**config.mk**
```make
export PLATFORM = sky130hd
export DESIGN_NAME = uart_reg_front
export DESIGN_NICKNAME = d
export VERILOG_FILES = /design/src/rtl/uart_front_pkg.sv /design/src/rtl/uart_addr_dec.sv /design/src/rtl/uart_id_rom.sv /design/src/rtl/uart_irq_ctrl.sv /design/src/rtl/uart_reg_front.sv
export SDC_FILE = /design/constraint.sdc
export NUM_CORES = 1
export LEC_CHECK = 0
export BUFFER_PORTS_ARGS = -buffer_cell sky130_fd_sc_hd__buf_2
export CAP_MARGIN = 20
export CORE_ASPECT_RATIO = 0.9
export CORE_MARGIN = 4
export CORE_UTILIZATION = 35
export CTS_BUF_LIST = sky130_fd_sc_hd__clkbuf_8
export DETAILED_ROUTE_END_ITERATION = 8
export SLEW_MARGIN = 5
export SYNTH_ARGS = -nofsm -noshare
export SYNTH_HDL_FRONTEND = slang
export SYNTH_SLANG_ARGS = --single-unit
```
**constraint.sdc**
```tcl
create_clock -name clk -period 6.7 [get_ports clk]
set_input_delay 0.67 -clock clk [delete_from_list [all_inputs] [get_ports clk]]
set_output_delay 0.67 -clock clk [all_outputs]
set_load 0.005 [all_outputs]
```
**src/rtl/uart_front_pkg.sv**
```systemverilog
package uart_front_pkg;
    typedef enum logic [3:0] {
        SLOT_DATA, SLOT_FLAGS, SLOT_LPWR, SLOT_IDIV, SLOT_FDIV, SLOT_LINE,
        SLOT_CTRL, SLOT_LEVEL, SLOT_MASK, SLOT_RAW, SLOT_MASKED, SLOT_CLEAR,
        SLOT_DMA, SLOT_IDENT, SLOT_NONE
    } slot_e;

    localparam int IRQ_W   = 11;
    localparam int TX_BIT  = 5;
    localparam int RX_BIT  = 4;
    localparam int ID_N    = 8;

    localparam logic [15:0] CTRL_RST  = 16'h0300;
    localparam logic [5:0]  LEVEL_RST = 6'h12;

    function automatic logic [7:0] ident_byte(input int idx);
        case (idx)
            0: return 8'h11;
            1: return 8'h10;
            2: return 8'h14;
            3: return 8'h00;
            4: return 8'h0D;
            5: return 8'hF0;
            6: return 8'h05;
            default: return 8'hB1;
        endcase
    endfunction
endpackage

```
**src/rtl/uart_addr_dec.sv**
```systemverilog
module uart_addr_dec
    import uart_front_pkg::*;
(
    input  logic [9:0] word_addr,
    output slot_e      slot,
    output logic [2:0] id_idx
);
    always_comb begin
        id_idx = word_addr[2:0];
        if (word_addr[9:3] == 7'h7F) begin
            slot = SLOT_IDENT;
        end else begin
            case (word_addr)
                10'h000: slot = SLOT_DATA;
                10'h006: slot = SLOT_FLAGS;
                10'h008: slot = SLOT_LPWR;
                10'h009: slot = SLOT_IDIV;
                10'h00A: slot = SLOT_FDIV;
                10'h00B: slot = SLOT_LINE;
                10'h00C: slot = SLOT_CTRL;
                10'h00D: slot = SLOT_LEVEL;
                10'h00E: slot = SLOT_MASK;
                10'h00F: slot = SLOT_RAW;
                10'h010: slot = SLOT_MASKED;
                10'h011: slot = SLOT_CLEAR;
                10'h012: slot = SLOT_DMA;
                default: slot = SLOT_NONE;
            endcase
        end
    end
endmodule

```
**src/rtl/uart_id_rom.sv**
```systemverilog
module uart_id_rom
    import uart_front_pkg::*;
(
    input  logic [2:0] idx,
    output logic [7:0] id_val
);
    logic [7:0] table_w [ID_N];

    for (genvar g = 0; g < ID_N; g++) begin : g_id
        assign table_w[g] = ident_byte(g);
    end

    assign id_val = table_w[idx];
endmodule

```
**src/rtl/uart_irq_ctrl.sv**
```systemverilog
module uart_irq_ctrl
    import uart_front_pkg::*;
(
    input  logic             clk,
    input  logic             rst_n,
    input  logic             mask_we,
    input  logic [IRQ_W-1:0] mask_wdata,
    input  logic             clr_we,
    input  logic [IRQ_W-1:0] clr_bits,
    input  logic             tx_set,
    input  logic             rx_set,
    input  logic             rx_clr,
    output logic [IRQ_W-1:0] ris,
    output logic [IRQ_W-1:0] mask,
    output logic             irq
);
    typedef struct packed {
        logic [IRQ_W-1:0] ris;
        logic [IRQ_W-1:0] mask;
        logic             irq;
    } irq_state_t;

    irq_state_t s_d, s_q;

    always_comb begin
        s_d = s_q;
        if (mask_we) s_d.mask = mask_wdata;
        if (clr_we)  s_d.ris  = s_d.ris & ~clr_bits;
        if (rx_clr)  s_d.ris[RX_BIT] = 1'b0;
        if (rx_set)  s_d.ris[RX_BIT] = 1'b1;
        if (tx_set)  s_d.ris[TX_BIT] = 1'b1;
        s_d.irq = |(s_d.ris & s_d.mask);
    end

    always_ff @(posedge clk) begin
        if (!rst_n) s_q <= '0;
        else        s_q <= s_d;
    end

    assign ris  = s_q.ris;
    assign mask = s_q.mask;
    assign irq  = s_q.irq;

    a_r3_tx_raw_set: assert property (@(posedge clk) disable iff (!rst_n)
        tx_set |=> ris[TX_BIT]);
    a_r4_rx_raw_set: assert property (@(posedge clk) disable iff (!rst_n)
        rx_set |=> ris[RX_BIT]);
    a_r5_w1c_clear: assert property (@(posedge clk) disable iff (!rst_n)
        (clr_we && clr_bits[TX_BIT] && !tx_set) |=> !ris[TX_BIT]);
    a_r5_w1c_keep: assert property (@(posedge clk) disable iff (!rst_n)
        (clr_we && !clr_bits[TX_BIT]) |=> (ris[TX_BIT] == $past(ris[TX_BIT])));
endmodule

```
**src/rtl/uart_reg_front.sv**
```systemverilog
module uart_reg_front
    import uart_front_pkg::*;
#(
    parameter int RX_DEPTH = 16,
    parameter int RX_W     = 12,
    localparam int CNT_W   = $clog2(RX_DEPTH + 1)
) (
    input  logic              clk,
    input  logic              rst_n,
    input  logic              sel,
    input  logic              wr,
    input  logic [11:0]       addr,
    input  logic [31:0]       wdata,
    output logic [31:0]       rdata,
    output logic              err,
    output logic              irq,
    output logic              tx_valid,
    output logic [7:0]        tx_byte,
    input  logic [RX_W-1:0]   rx_data,
    input  logic [CNT_W-1:0]  rx_count,
    input  logic              rx_push,
    output logic              rx_pop
);
    typedef struct packed {
        logic [7:0]  lpwr;
        logic [15:0] idiv;
        logic [5:0]  fdiv;
        logic [7:0]  line;
        logic [15:0] ctrl;
        logic [5:0]  level;
        logic [2:0]  dma;
        logic [31:0] rdata;
        logic        err;
        logic        tx_valid;
        logic [7:0]  tx_byte;
    } front_state_t;

    front_state_t s_d, s_q;

    slot_e            slot;
    logic [2:0]       id_idx;
    logic [7:0]       id_val;
    logic [IRQ_W-1:0] ris, mask;
    logic             do_rd, do_wr, rx_clr;
    logic [7:0]       flags_w;
    logic             unused_bits;

    assign unused_bits = ^{wdata[31:16], addr[1:0]};

    uart_addr_dec u_dec (.word_addr(addr[11:2]), .slot(slot), .id_idx(id_idx));
    uart_id_rom   u_id  (.idx(id_idx), .id_val(id_val));

    assign do_rd  = sel && !wr;
    assign do_wr  = sel && wr;
    assign rx_pop = do_rd && (slot == SLOT_DATA) && (rx_count != '0);
    assign rx_clr = do_rd && (slot == SLOT_DATA) && (rx_count == CNT_W'(1));
    assign flags_w = {1'b1, rx_count == CNT_W'(RX_DEPTH), 1'b0, rx_count == '0, 4'b0};

    uart_irq_ctrl u_irq (
        .clk(clk), .rst_n(rst_n),
        .mask_we(do_wr && slot == SLOT_MASK), .mask_wdata(wdata[IRQ_W-1:0]),
        .clr_we(do_wr && slot == SLOT_CLEAR), .clr_bits(wdata[IRQ_W-1:0]),
        .tx_set(do_wr && slot == SLOT_DATA), .rx_set(rx_push), .rx_clr(rx_clr),
        .ris(ris), .mask(mask), .irq(irq)
    );

    always_comb begin
        s_d          = s_q;
        s_d.rdata    = '0;
        s_d.err      = 1'b0;
        s_d.tx_valid = 1'b0;
        if (sel) begin
            unique case (slot)
                SLOT_DATA:   if (wr) begin
                                 s_d.tx_valid = 1'b1;
                                 s_d.tx_byte  = wdata[7:0];
                             end else s_d.rdata = 32'(rx_data);
                SLOT_FLAGS:  if (!wr) s_d.rdata = 32'(flags_w);
                SLOT_LPWR:   if (wr) s_d.lpwr = wdata[7:0];   else s_d.rdata = 32'(s_q.lpwr);
                SLOT_IDIV:   if (wr) s_d.idiv = wdata[15:0];  else s_d.rdata = 32'(s_q.idiv);
                SLOT_FDIV:   if (wr) s_d.fdiv = wdata[5:0];   else s_d.rdata = 32'(s_q.fdiv);
                SLOT_LINE:   if (wr) s_d.line = wdata[7:0];   else s_d.rdata = 32'(s_q.line);
                SLOT_CTRL:   if (wr) s_d.ctrl = wdata[15:0];  else s_d.rdata = 32'(s_q.ctrl);
                SLOT_LEVEL:  if (wr) s_d.level = wdata[5:0];  else s_d.rdata = 32'(s_q.level);
                SLOT_MASK:   if (!wr) s_d.rdata = 32'(mask);
                SLOT_RAW:    if (!wr) s_d.rdata = 32'(ris);
                SLOT_MASKED: if (!wr) s_d.rdata = 32'(ris & mask);
                SLOT_CLEAR:  ;
                SLOT_DMA:    if (wr) begin
                                 s_d.dma = wdata[2:0];
                                 s_d.err = |wdata[1:0];
                             end else s_d.rdata = 32'(s_q.dma);
                SLOT_IDENT:  if (wr) s_d.err = 1'b1; else s_d.rdata = 32'(id_val);
                default:     s_d.err = 1'b1;
            endcase
        end
    end

    always_ff @(posedge clk) begin
        if (!rst_n) begin
            s_q       <= '0;
            s_q.ctrl  <= CTRL_RST;
            s_q.level <= LEVEL_RST;
        end else begin
            s_q <= s_d;
        end
    end

    assign rdata    = s_q.rdata;
    assign err      = s_q.err;
    assign tx_valid = s_q.tx_valid;
    assign tx_byte  = s_q.tx_byte;

    a_r3_tx_strobe: assert property (@(posedge clk) disable iff (!rst_n)
        (do_wr && slot == SLOT_DATA) |=> (tx_valid && tx_byte == $past(wdata[7:0])));
    a_r3_tx_single: assert property (@(posedge clk) disable iff (!rst_n)
        !(do_wr && slot == SLOT_DATA) |=> !tx_valid);
    a_r8_no_pop_empty: assert property (@(posedge clk) disable iff (!rst_n)
        (rx_count == '0) |-> !rx_pop);
    a_r10_undecoded_err: assert property (@(posedge clk) disable iff (!rst_n)
        (sel && slot == SLOT_NONE) |=> (err && rdata == '0));
    a_r10_idle_quiet: assert property (@(posedge clk) disable iff (!rst_n)
        !sel |=> !err);
endmodule

```
## Word-level counts from Yosys, hierarchy flattened

Memory sizes are Yosys's and may differ from the RTL's.
Index checks and enable logic that the tools add are counted.
Widths: inputs -> output; s select.

| storage, ports and cells | value |
|---|---|
| flip-flop bits (word level) | 128 |
| latch bits | 0 |
| RAM bits | 0 |
| ROM bits | 192 |
| input port bits | 66 |
| output and inout port bits | 44 |
| memories kept | 2 |

| operators by class | value |
|---|---|
| $add $sub $neg | 0 |
| $mul | 0 |
| div/mod/pow operators | 0 |
| $lt $le $gt $ge | 1 |
| equality and inequality tests | 16 |
| shift operators | 0 |
| multiplexer cells | 27 |
| bitwise logic cells | 5 |
| reductions and logical operators | 26 |

Memories:

| name | depth | width | read ports | clocked after Yosys merged registers in | write ports | RTL line | text |
|---|---|---|---|---|---|---|---|
| (name not given) | 32 | 4 | 1 | 0 | 0 | uart_addr_dec.sv:13 | `case (word_addr)` |
| (name not given) | 8 | 8 | 1 | 0 | 0 | uart_id_rom.sv:13 | `assign id_val = table_w[idx];` |

Operators by type and width:

| operator | number |
|---|---|
| $pmux 32 s13 | 1 |
| $mux 11 | 5 |
| $mux 8 | 6 |
| $and 11x11->11 | 3 |
| $mux 16 | 2 |
| $reduce_and 3->1 | 9 |
| $eq 4x4->1 const B | 6 |
| $eq 4x3->1 const B | 4 |
| $mux 12 | 1 |
| $mux 6 | 2 |
| $reduce_or 12->1 | 1 |
| $not 11->11 | 1 |
| $reduce_or 11->1 | 1 |
| $logic_not 5->1 | 2 |
| $mux 9 | 1 |
| $eq 4x2->1 const B | 2 |
| $logic_and 1x1->1 | 8 |
| $mux 4 | 2 |
| $eq 7x7->1 const B | 1 |
| $eq 5x1->1 const B | 1 |
| $eq 5x5->1 const B | 1 |
| $mux 1 | 5 |
| $reduce_bool 5->1 | 1 |
| $eq 4x1->1 const B | 1 |
| other kinds (8) | 8 |

## Longest topological paths before layout

Gate-level depths: netlist (run 1).

| depth | value |
|---|---|
| word-level depth | 10 |
| gate-level depth with buffers | 13 |

## Modules after synthesis

A second synthesis (run 1) with hierarchy kept.

| second synthesis, totals | value |
|---|---|
| cell total of the unflattened synthesis | 663 |
| area total of the unflattened synthesis | 5753.0 um^2 |

Modules (own cells, without submodules):

| module | times used | cells each | area an instance (um^2) | sequential area each (um^2) |
|---|---|---|---|---|
| uart_reg_front | 1 | 530 | 4566.9 | 1781.7 |
| uart_irq_ctrl | 1 | 88 | 865.8 | 460.4 |
| uart_addr_dec | 1 | 33 | 246.5 | 0.0 |
| uart_id_rom | 1 | 12 | 73.8 | 0.0 |

## Least setup slack after synthesis (run 1)

No wires, ideal clock.

| path | value |
|---|---|
| path kind | input to output |
| start point | in addr[3] |
| end point | out rx_pop |
| data arrival time | 2540 ps |
| setup slack | 3490 ps |
| stages on the path | 6 |
| path buffers | 2 |
| cells stage by stage | buf_2 -> or4_1 -> a31o_2 -> nor4_4 -> clkbuf_1 -> and4_1 |

| between the ends | value |
|---|---|
| longest elaborated chain between the ends | 6 |

Ends and longest elaborated chain:

| what | RTL line | text |
|---|---|---|
| start: declaration | uart_reg_front.sv:12 | `input logic [11:0] addr,` |
| $mem_v2 32x4 | - |  |
| $mux 4 | uart_addr_dec.sv:13 |  |
| $mux 4 | uart_addr_dec.sv:10 | `if (word_addr[9:3] == 7'h7F) begin` |
| $logic_not 4->1 | uart_reg_front.sv:55 | `assign rx_pop = do_rd && (slot == SLOT_DATA) && (rx_count != '0);` |
| $logic_and 1x1->1 (2 in series) | uart_reg_front.sv:55 |  |
| end: declaration | uart_reg_front.sv:22 | `output logic rx_pop` |

Every way passes these cells.

## Final worst setup path (run 1)

| path | value |
|---|---|
| start point | in addr[8] |
| end point | reg s_q (netlist bit rdata[4]) |

| between the ends | value |
|---|---|
| longest elaborated chain between the ends | 5 |

Ends and longest elaborated chain:

| what | RTL line | text |
|---|---|---|
| $logic_not 5->1 | uart_addr_dec.sv:13 |  |
| $mux 4 | uart_addr_dec.sv:13 |  |
| $mux 4 (*) | uart_addr_dec.sv:10 |  |
| $eq 4x4->1 (tied with other cells) | uart_reg_front.sv:73 | `unique case (slot)` |
| $pmux 32 s13 (*) | uart_reg_front.sv:73 |  |
| end: declaration | uart_reg_front.sv:38 | `front_state_t s_d, s_q;` |

Mark *: on every way between the ends. The rest lies on a longest branch, timed or not.
A chain may end at the register's enable or synchronous reset.

==> summary.txt, run 1 <==
final setup vio count -> 0
Routability Congestion -> 0.8959
DR DRC count -> 0
Rows -> 44
Initial Util -> 0.3552
Setup Buffers After CTS -> 0
Mean Syn Cell Area -> 8.158 sq um
share of the synthesized area in the top cell type -> 0.3926
Synth Area in Compound Gates -> 0.2152
violation count after the first detailed-routing iteration -> 561
# Max-Cap Violations -> 0
ratio of final minimum period to clock period -> 0.5585
first-pass GRT wire length -> 27,800 um
remaining antenna violation count -> 0
Post-Synth Adder-Cell Area -> 0.004382
Die H -> 129.2 um
CP startpoint kind -> primary input
layout cells sized above 1 -> 0.1736
multiplexer area fraction after synthesis -> 0.04689
EDFF count, synth -> 0
Max Fclk -> 267.3 MHz
CP required -> 6.97 ns
Mapped Area -> 0.005710 sq mm
core box area -> 0.01608 sq mm
Worst-Skew Late Latency -> 0.39 ns
worst hold path type -> reg2reg
cell with the most instances after synthesis -> nand2_1
Worst-Margin Slew -> 1.098 ns
NumNets Final -> 789
Root Buffer -> clkbuf_8
number of global-route vias before repair -> 4,759
Layout area overhead -> 8.348%
All-Layer GR Usage -> 0.1957
Yosys cell types -> 69
clock-pin slew on the worst setup and hold paths -> 0.11 ns
Synth Area in XOR/XNOR -> 0.004601
final wirelength -> 18,110 um
endpoints failing hold -> 0
share of flip-flops with an asynchronous set or reset -> 0
via density per instance -> 5.641
# hold bufs at CTS -> 0
placed cells -> 917
CP Max Fanout -> 17
Buffers on Ports -> 75
Via Count -> 5,263
CP Cell Sequence -> buf_2 -> or4_4 -> or2_0 -> buf_4 -> nor4b_1 -> o211a_1 -> a222oi_1 -> a21boi_0 -> a41oi_1
Clock Path Buffers -> 2
Yosys top cell by area -> dfxtp_1
simple-gate area share of the yosys netlist -> 0.2386
CP peak stage delay -> 0.82 ns
count of state elements after synthesis -> 112
initial antenna violation count -> 0
Pwr per Cell Area -> 195.2 mW/mm^2
Synth Instances -> 700
YS warnings -> 0
Die X -> 142.6 um
leakage -> 2.337 nW
Post-CTS Resized -> 0
critical path arrival -> 4.02 ns
Seq/Total Area, Yosys -> 0.3926
CTS tree -> done
register area -> 0.002242 sq mm
status -> complete, no violations
Avg WL per Cell -> 19.41 um
CP max stage cell -> nor4b_1
H-Tree Level Count -> 3
Sink Count -> 112
Die Footprint -> 0.01843 sq mm
minimum clock period -> 3.742 ns
n_diodes -> 0
DPL Wire Length -> 12,500 um
Layout Cells excl Fill -> 933
RSZ-0062 raised after global routing -> false
pin count of the biggest net entering global routing -> 60
Post-synth top cells -> nand2_1 (118), dfxtp_1 (112), a21oi_1 (71)
fillers -> 1,714
I/O Pins -> 110
router iterations before antenna repair -> 5
WS Path Type -> in2reg
setup tns final -> 0 ns
Top FF cell, synth -> dfxtp_1
Setup Skew -> 0.01243 ns
CTS buffer count -> 9
Remaining Overflow, GRT -> 0
Max Slew Vio Count -> 0
Rel. slew slack -> 0.2604
largest family of logic cells by synthesized area -> simple AND/OR/NAND/NOR gates
Worst VDD drop -> 0.09583 mV
synth top area cells -> dfxtp_1 (39%), nand2_1 (7.8%), a21oi_1 (6.2%), buf_4 (5.4%), mux2i_1 (3.5%)
Multi-input gate area -> 0.002970 sq mm
Setup crit end kind -> register
## flip-flops by register name, indices dropped and copies added (netlist names)
register	count
s_q	63
rdata	16
u_irq.mask	11
u_irq.irq	1
u_irq.ris	11
tx_byte	8
err	1
tx_valid	1
## report_power, final
| group | total, W | internal [W] | leakage (nW) | switching (W) |
|---|---|---|---|---|
| registers | 0.000667 | 0.000666 | 0.902 | 0.000000576 |
| clock network | 0.000450 | 0.000208 | 0.111 | 0.000242 |
| logic | 0.0000912 | 0.0000257 | 1.32 | 0.0000655 |
## critical path: cells and delay by family
family                 cells  cell delay [ns]
and+or+nand+nor            3             1.57
AOI/OAI and AO/OA          4             1.45
buffers and inverters      2             0.31
## cells in the final DEF, fill, tap and decap left out, types with 12 or more instances in the layout
cell type / count
nor2_1: 42
o21ai_0: 24
and2_1: 13
clkbuf_8: 12
nand3_1: 32
nand2_1: 118
mux2i_1: 20
dfxtp_1: 112
buf_2: 75
conb_1: 16
a21oi_1: 71
## stage by stage
stage	power, W	setup slack [ns]	hold WS, ns	utilization	cell area, sq um
floorplan	0.0007396	3.490	0.4293	-	5767
global placement	0.0007717	2.635	0.4412	0.3710	5964
detailed placement	0.0007716	2.630	0.4472	0.3710	5964
CTS	0.001214	3.038	0.4627	0.3849	6187
global route	0.001254	2.767	0.4807	0.3849	6187
finish	0.001208	2.958	0.4584	0.3849	6187
## metal layers
metal | GRT usage | part of all wire | up-vias
met3 | 0.04539 | 0.089 | 27
met2 | 0.2873 | 0.43 | 250
met4 | 0.05087 | 0.020 | 0
li1 | - | - | 2492
met5 | 0 | 0 | -
met1 | 0.2887 | 0.46 | 2494
## path summary, 6_finish.rpt
path | startpoint | endpoint | slack [ns] | cells past startpoint
setup / recovery | addr[8] | rdata[4]$_SDFF_PN0_ | 2.96 | 9
hold / removal | tx_byte[4]$_SDFFE_PN0P_ | tx_byte[4]$_SDFFE_PN0P_ | 0.46 | 2
setup reg to reg | u_irq.mask[3]$_SDFF_PN0_ | rdata[3]$_SDFF_PN0_ | 5.14 | 4
hold reg to reg | tx_byte[4]$_SDFFE_PN0P_ | tx_byte[4]$_SDFFE_PN0P_ | 0.46 | 2
## area by class of cell
cell class | instances | share of cell area
clock inverter | 4 | 0.009302
multi-input combinational | 502 | 0.4801
inverter | 11 | 0.006876
sequential | 112 | 0.3624
timing repair buffer | 85 | 0.07280
clock buffer | 12 | 0.02669
tap | 207 | 0.04186
## cell families (layout without fill, tap and decap cells)
| family | after synthesis | count (layout) |
|---|---|---|
| DFF | 112 | 112 |
| and+or+nand+nor | 270 | 270 |
| other | 1 | 16 |
| adders and majority gates | 2 | 2 |
| AOI/OAI and AO/OA | 185 | 185 |
| xor gates and xnor gates | 3 | 3 |
| buffers and inverters | 101 | 112 |
| muxes | 26 | 26 |
Power figures use the tool's default switching activity.
==> run 2: changes to the inputs <==
==> constraint.sdc (replaced) <==
create_clock -name clk -period 3.2 [get_ports clk]
set_input_delay 0.32 -clock clk [delete_from_list [all_inputs] [get_ports clk]]
set_output_delay 0.32 -clock clk [all_outputs]
set_load 0.005 [all_outputs]
==> summary.txt, run 2 (synthesis gave the netlist of run 1 again) <==
status -> complete, no violations (unchanged)
initial antenna violation count -> 0 (unchanged)
leakage -> 2.535 nW (was 2.337 nW)
max reg flops -> 63 (unchanged)
Layout Cells excl Fill -> 973 (was 933)
NumNets Final -> 829 (was 789)
Root Buffer -> clkbuf_8 (unchanged)
Remaining Overflow, GRT -> 0 (unchanged)
final setup vio count -> 0 (unchanged)
final worst slack -> 0.5194 ns (was 2.958 ns)
violation count after the first detailed-routing iteration -> 618 (was 561)
CP startpoint kind -> primary input (unchanged)
Max Fclk -> 373.0 MHz
Rows -> 44 (unchanged)
Setup crit end kind -> output pin (was register)
DR DRC count -> 0 (unchanged)
n_diodes -> 0 (unchanged)
I/O Pins -> 110 (unchanged)
Worst-Skew Late Latency -> 0.40 ns (was 0.39 ns)
first-pass GRT wire length -> 28,100 um (was 27,800 um)
DP Area -> 0.006289 sq mm (was 0.005964 sq mm)
critical path arrival -> 2.36 ns (was 4.02 ns)
Via Count -> 5,367 (was 5,263)
Die X -> 142.6 um (unchanged)
CTS tree -> done (unchanged)
endpoints failing hold -> 0 (unchanged)
Post-CTS Resized -> 0 (unchanged)
WS Path Type -> in2out (was in2reg)
router iterations before antenna repair -> 5 (unchanged)
Clock Path Buffers -> 2 (unchanged)
RSZ-0062 raised after global routing -> false (unchanged)
setup tns final -> 0 ns (unchanged)
Sink Count -> 112 (unchanged)
DPL Wire Length -> 13,320 um (was 12,500 um)
via density per instance -> 5.516 (was 5.641)
core box area -> 0.01608 sq mm (unchanged)
Post-Place Setup Slack -> 0.1688 ns (was 2.630 ns)
Reg2Reg Setup Slack -> 1.55 ns (was 5.14 ns)
Avg WL per Cell -> 18.88 um (was 19.41 um)
number of global-route vias before repair -> 4,941 (was 4,759)
Die Footprint -> 0.01843 sq mm (unchanged)
Die H -> 129.2 um (unchanged)
All-Layer GR Usage -> 0.1988 (was 0.1957)
Setup Skew -> 0.01765 ns (was 0.01243 ns)
minimum clock period -> 2.681 ns
CP required -> 2.88 ns (was 6.97 ns)
Pwr per Cell Area -> 383.0 mW/mm^2 (was 195.2 mW/mm^2)
most frequent cells in the layout -> nand2_1 (118), dfxtp_1 (112), buf_2 (75), a21oi_1 (71), buf_4 (48) (was nand2_1 (118), dfxtp_1 (112), buf_2 (75), a21oi_1 (71), nor2_1 (42))
ratio of final minimum period to clock period -> 0.8377
final wirelength -> 18,370 um (was 18,110 um)
remaining antenna violation count -> 0 (unchanged)
layout cells sized above 1 -> 0.2167 (was 0.1736)
Routability Congestion -> 0.9447 (was 0.8959)
Final Cell Area -> 0.006490 sq mm (was 0.006187 sq mm)
Worst VDD drop -> 0.2293 mV (was 0.09583 mV)
most common cell after layout, fill and taps aside -> nand2_1 (unchanged)
Initial Util -> 0.3552 (unchanged)
worst hold path type -> in2reg (was reg2reg)
# hold bufs at CTS -> 0 (unchanged)
pin count of the biggest net entering global routing -> 44 (was 60)
Rel. slew slack -> 0.4377 (was 0.2604)
Buffers on Ports -> 75 (unchanged)
Reg with most FFs -> s_q (unchanged)
Setup Buffers After CTS -> 0 (unchanged)
CTS buffer count -> 9 (unchanged)
clock-pin slew on the worst setup and hold paths -> 0.11 ns (about the same)
placed cells -> 957 (was 917)
Max Slew Vio Count -> 0 (unchanged)
Layout area overhead -> 13.65% (was 8.348%)
CP Max Fanout -> 23 (was 17)
Worst-Margin Slew -> 0.8422 ns (was 1.098 ns)
# Max-Cap Violations -> 0 (unchanged)
H-Tree Level Count -> 3 (unchanged)
## run 2: worst paths after layout
kind	from	end	cells past startpoint
worst min-delay path	wdata[12]	s_q[93]$_SDFFE_PN0P_	3
worst max register to register	u_irq.mask[3]$_SDFF_PN0_	rdata[3]$_SDFF_PN0_	4
worst min register to register	s_q[51]$_SDFFE_PN0P_	s_q[51]$_SDFFE_PN0P_	2
worst max-delay path	addr[6]	rx_pop	6
## run 2: layer usage
layer  vias up  wire length, um  GRT usage
li1       2571                -          -
met1      2545             8575     0.2877
met2       225             7866     0.2901
met3        23             1570    0.05683
met4         3              334    0.05254
met5         -               20          0
## run 2: report_power, final
part	internal (W)	switching, W	total [W]
combinational	0.0000609	0.000141	0.000201
clock	0.000369	0.000519	0.000888
sequential	0.00139	0.00000124	0.00140
## run 2: through the flow
stage	total power, W	hold slack (ns)	util
global placement	0.001626	0.4409	0.3912
CTS	0.002506	0.1415	0.4037
global route	0.002581	0.1423	0.4037
finish	0.002486	0.1590	0.4037
detailed placement	0.001626	0.4461	0.3912
floorplan	0.001549	0.4124	-
## run 2: final cells by class
cell class | instances | area, sq um
Tap cell | 207 | 259.0
Sequential cell | 112 | 2242
Multi-Input combinational cell | 502 | 2970
Fill cell | 1717 | 9585
Inverter | 11 | 41.29
Timing Repair Buffer | 125 | 775.7
Clock inverter | 7 | 77.57
Clock buffer | 9 | 123.9
## run 2: worst max-delay path: stages
cell    delay [ns]
buf_2         0.24
or4_1         0.61
a31o_2        0.33
nor4_4        0.47
and4_1        0.27
buf_2         0.11
